[src/rtl/rsp_chk_pkg.sv]
package rsp_chk_pkg;

  localparam int WORD_W    = 32;
  localparam int DEV_W     = 5;
  localparam int CRC_W     = 8;
  localparam int CH_W      = 4;
  localparam int REG_W     = 6;
  localparam int CONV_W    = 12;
  localparam int RDAT_W    = 8;

  localparam int DEV_LSB   = WORD_W - DEV_W;   // 27
  localparam int CH_LSB    = DEV_LSB - CH_W;   // 23
  localparam int CONV_LSB  = CH_LSB - CONV_W;  // 11
  localparam int REG_LSB   = DEV_LSB - REG_W;  // 21
  localparam int RDAT_LSB  = REG_LSB - RDAT_W; // 13
  localparam int SPAN_LSB  = 10;
  localparam int CRC_LSB   = SPAN_LSB - CRC_W; // 2
  localparam int SPAN_W    = WORD_W - SPAN_LSB; // 22
  localparam int SPAN_PAD  = 3 * CRC_W;        // three bytes

  localparam int ADDR_W    = REG_W;
  localparam int DATA_W    = CONV_W;

  localparam logic [CRC_W-1:0] CRC_POLY = 8'h2F;
  localparam int CELL_LAST = 5;

  typedef enum logic {
    FMT_CONV = 1'b0,
    FMT_REG  = 1'b1
  } rsp_fmt_e;

  typedef struct packed {
    logic [DEV_W-1:0]  dev;
    logic [ADDR_W-1:0] addr;
    logic [DATA_W-1:0] data;
    logic              is_cell;
  } rsp_fields_t;

  // Table entry: remainder of one byte divided by the generator, zero start.
  function automatic logic [CRC_W-1:0] crc_byte(input logic [CRC_W-1:0] b);
    logic [CRC_W-1:0] r;
    r = b;
    for (int i = 0; i < CRC_W; i++) begin
      if (r[CRC_W-1]) r = {r[CRC_W-2:0], 1'b0} ^ CRC_POLY;
      else            r = {r[CRC_W-2:0], 1'b0};
    end
    return r;
  endfunction

endpackage

[src/rtl/rsp_dev_reverse.sv]
module rsp_dev_reverse #(
  parameter int W = 5
) (
  input  logic [W-1:0] wire_addr,
  output logic [W-1:0] logic_addr
);

  for (genvar i = 0; i < W; i++) begin : g_bit
    assign logic_addr[i] = wire_addr[W-1-i];
  end

endmodule

[src/rtl/rsp_field_decode.sv]
module rsp_field_decode
  import rsp_chk_pkg::*;
(
  input  logic [WORD_W-1:CONV_LSB] hdr,
  input  rsp_fmt_e                 fmt,
  input  logic [DEV_W-1:0]         exp_dev,
  input  logic [ADDR_W-1:0]        exp_addr,
  output rsp_fields_t              fields,
  output logic                     mismatch
);

  logic [DEV_W-1:0]  dev_wire;
  logic [DEV_W-1:0]  dev_log;
  logic [CH_W-1:0]   ch_code;
  logic [REG_W-1:0]  reg_addr;
  logic [CONV_W-1:0] conv_val;
  logic [RDAT_W-1:0] reg_val;
  logic              sub_ok;

  assign dev_wire = hdr[DEV_LSB  +: DEV_W];
  assign ch_code  = hdr[CH_LSB   +: CH_W];
  assign reg_addr = hdr[REG_LSB  +: REG_W];
  assign conv_val = hdr[CONV_LSB +: CONV_W];
  assign reg_val  = hdr[RDAT_LSB +: RDAT_W];

  rsp_dev_reverse #(.W(DEV_W)) u_rev (
    .wire_addr  (dev_wire),
    .logic_addr (dev_log)
  );

  always_comb begin
    fields.dev = dev_log;
    if (fmt == FMT_REG) begin
      fields.addr    = reg_addr;
      fields.data    = DATA_W'(reg_val);
      fields.is_cell = 1'b0;
      sub_ok         = (reg_addr == exp_addr);
    end else begin
      fields.addr    = ADDR_W'(ch_code);
      fields.data    = conv_val;
      fields.is_cell = (ch_code <= CH_W'(CELL_LAST));
      sub_ok         = (ch_code == exp_addr[CH_W-1:0]);
    end
    mismatch = (dev_log != exp_dev) || !sub_ok;
  end

endmodule

[config.mk]
export PLATFORM = sky130hd
export DESIGN_NAME = rsp_field_decode
export DESIGN_NICKNAME = d
export VERILOG_FILES = /design/src/rtl/rsp_chk_pkg.sv /design/src/rtl/rsp_dev_reverse.sv /design/src/rtl/rsp_field_decode.sv
export SDC_FILE = /design/constraint.sdc
export NUM_CORES = 1
export LEC_CHECK = 0
export ABC_CLOCK_PERIOD_IN_PS = 1200
export BUFFER_PORTS_ARGS = -buffer_cell sky130_fd_sc_hd__clkbuf_2
export CELL_PAD_IN_SITES_DETAIL_PLACEMENT = 0
export CELL_PAD_IN_SITES_GLOBAL_PLACEMENT = 1
export CORE_MARGIN = 3
export CORE_UTILIZATION = 19
export DETAILED_ROUTE_END_ITERATION = 12
export GPL_TIMING_DRIVEN = 1
export PLACE_DENSITY = 0.86
export SYNTH_ARGS = -nofsm -noshare
export SYNTH_HDL_FRONTEND = slang
export SYNTH_SLANG_ARGS = --single-unit
[constraint.sdc]
create_clock -name vclk -period 1.2
set_clock_uncertainty 0.2 [all_clocks]
set_input_delay 0.24 -clock vclk [all_inputs]
set_output_delay 0.24 -clock vclk [all_outputs]
set_load 0.01 [all_outputs]
# == Word-level counts from Yosys, hierarchy flattened ==
# Index checks and enable logic that the tools add are counted.
# op_classes
muxes,2
n_eq_ne,3
magnitude_cmp,1
reduce_logical,2
# ops
cell,n
19-bit 2-to-1 mux,1
6-bit == test,1
5-bit inequality test,1
4-bit == test,1
4-bit by 3-bit <= comparator with 1-bit output (second input constant),1
1-bit zero test,1
1-bit logical OR,1
1-bit 2-to-1 mux,1
# word_totals
elab_cells,8
ff_bits,0
inputBits,33
out_inout_bits,25

# == Logic depth before layout (Yosys ltp) ==
# depth
word_depth,4
depth_mapped,4
ltp_nobuf,4

# == By module ==
# A second synthesis with hierarchy kept.
# hier_totals
cells_unflattened,47
hier_area_um2,396.6
# modules_own_cells
module,n_inst,area_per_inst_um2,cells_per_inst
rsp_field_decode,1,359.1,42
rsp_dev_reverse,1,37.5,5

# == Worst setup path after synthesis ==
# Ideal clock, no wire load.
# synth_path
kind,input to output
start,input port hdr[26] (netlist name)
end,output port mismatch
stages,3
arrival_time_ps,838
path_slack_ps,-78
t_required_ps,760
path_cell_list,xor2_1 > nor4_1 > o2111ai_1
# synth_via
elab_chain_cells,4
elab_cells_between_ends,5
cone_classes,eq/ne: 2; mux: 1; reduce/logical: 2
# synth_rtl
item,line_no,rtl
"start, declared",rsp_field_decode.sv:4,"input logic [WORD_W-1:CONV_LSB] hdr,"
6-bit == test / 4-bit == test (equally long branches),"rsp_field_decode.sv:37, rsp_field_decode.sv:42",
1-bit 2-to-1 mux *,rsp_field_decode.sv:33,if (fmt == FMT_REG) begin
1-bit zero test *,rsp_field_decode.sv:44,mismatch = (dev_log != exp_dev) || !sub_ok;
1-bit logical OR *,rsp_field_decode.sv:44,
"end, declared",rsp_field_decode.sv:9,output logic mismatch
# Every way passes the cells marked *; elsewhere a longest branch is shown, timed or not.

# == Worst setup path after layout ==
# layout_path
start,input port hdr[22] (netlist name)
end,output port mismatch
# layout_via
elab_chain_cells,4
# layout_rtl
item,line_no,rtl
6-bit == test,rsp_field_decode.sv:37,sub_ok = (reg_addr == exp_addr);
1-bit 2-to-1 mux,rsp_field_decode.sv:33,
1-bit zero test,rsp_field_decode.sv:44,
1-bit logical OR,rsp_field_decode.sv:44,
# No other way between the ends.

==> metrics.txt <==
Seq/Total Area, Yosys 0%; Final GP Congestion 0.725; final slew viol count 0; Core Util, Final 53.8%; Die Span Y 51.7 µm; hpwl dp 1220 µm; initial drt markers 1; initial core utilization 21.6%; Inst Count DP 131; Pleak 0.531 nW; fin crit share 130%; Final Non-Filler Cells 134; Post-Synth Simple-Gate Area 16.7%; grt met1 use 12.7%; CP Cell Sequence clkbuf_8 -> xnor2_2 -> nand4_1 -> nor4_2 -> o2111ai_1 -> clkbuf_2; critical path peak fanout 2; Detail Route Antenna Nets 0; Synth warnings 0; clock buffer count 0; die extent in x 51.7 µm; Register Area 0 µm²; Worst Setup End Kind primary output; num rows 15; WL per Instance 12.0 µm; global-route wire length before repair 2370 µm; worst slew pin tran 0.211 ns; io pins 58; largest net degree at the start of global routing 8; area grow syn2layout 150%; Hold Violations, Final 0; min cycle time layout 1.56 ns; Seq cells 0; worst IR drop on VDD 213 µV; vias in the first global route 554; post-route cell area 990 µm²; critical path data arrival time 1.12 ns; Startpoint Class primary input; Final WS setup -0.365 ns; Placeable Area 1840 µm²; drt pass-1 iters 2; Rel. slew slack 85.8%; violated checks negative setup slack; diode count 0; DP Worst Slack -0.364 ns; post-synthesis mux area share 34.1%; share of cells above drive strength 1 79.8%; status finished, violations left; DRC viols 0; mapped cell area 397 µm²; Vias per Instance 4.12; PwrDens 400 nW/µm²; FILL cells 190; required time worst endpoint 0.76 ns; GRT overflow 0; hold crit path type in2out; syn_area_per_cell 8.44 µm²; initial antenna violation count 0; largest family of logic cells by synthesized area multiplexers; XOR/XNOR share of the synthesized area 33.1%; CP Class in2out; Post-Synth Adder-Cell Area 0%; Syn Nets 80; most frequent cells in the layout clkbuf_2 (38), buf_6 (13), mux2_4 (12), xor2_1 (7), xnor2_1 (7); final setup violation count 17; Crit path max-delay family simple AND/OR/NAND/NOR gates; Die ar. 2670 µm²; area of placed instances 747 µm²; most common library cell in the layout ignoring fill and taps clkbuf_2; met3 usage 0.573%; Power, Total 0.396 mW; max cap viols 0; Worst path max stage delay 0.17 ns; met2 Use GR 22.5%; final net count 144; GR peak layer met2; RSZ-0062 raised after global routing true; Total Wirelength 1610 µm; I/O Buffers 58; Synth Area in Compound Gates 4.10%; Post-Syn Instances 47; slowest cell on the critical path xnor2_2; via count 552; Highest Clock Rate 0.639 GHz; Distinct cells, synth 14; GRT Resource Usage Total 11.0%; Multi-input gate area 424 µm²; crit path buf inv count 2
## cell type report
cell class | count | share of cell area, %
Tap cell | 25 | 3.16
Multi-Input combinational cell | 40 | 42.9
Timing Repair Buffer | 69 | 54.0
## Yosys cell counts
library cell,n,area [µm²]
buf_4,5,37.5
mux2_2,12,135
o2111ai_1,1,8.76
nand4_1,1,6.26
a211oi_1,1,7.51
xnor2_1,8,70.1
and2_2,1,7.51
nor4_1,1,6.26
and2_1,1,6.26
xor2_1,7,61.3
nor2b_1,4,25.0
nor3_1,2,10.0
buf_2,2,10.0
nand3_1,1,5.00
## report_power, final
group | switching, mW | internal (mW)
combinational | 0.150 | 0.245
clock | 0 | 0
sequential | 0 | 0
## path summary, 6_finish.rpt
path	start	endpoint	slack [ns]	cells after the start
worst max-delay path	hdr[22]	mismatch	-0.36	6
worst min-delay path	hdr[29]	fields[21]	0.49	2
## cell families after synthesis
family | after synthesis
buffers and inverters | 7
and+or+nand+nor | 11
xor gates and xnor gates | 15
AOI/OAI and AO/OA | 2
muxes | 12
## what timing repair did
| item | 4_1_cts | 5_1_grt |
|---|---|---|
| gates cloned | 1 | 0 |
| buffers inserted | 3 | 0 |
| resized for setup | 21 | 36 |
| hold buffers | 0 | 0 |
| setup endpoints to repair | 20 | 20 |
| pin swaps | 1 | 1 |
## per-stage QoR
| stage | TNS (ns) | hold slack [ns] |
|---|---|---|
| 6_report | -2.86 | 0.492 |
| 5_1_grt | -3.25 | 0.503 |
| 4_1_cts | -3.23 | 0.495 |
| 3_5_place_dp | -3.31 | 0.495 |
| 3_3_place_gp | -3.23 | 0.494 |
| 2_1_floorplan | -0.0571 | 0.330 |
## routing by layer
| layer | routed length (µm) | share of wire, % |
|---|---|---|
| met5 | 0 | 0 |
| met4 | 0 | 0 |
| met3 | 116 | 7.2 |
| met2 | 918 | 57 |
| met1 | 572 | 36 |
Note: power is estimated with default switching activity, not from simulation.
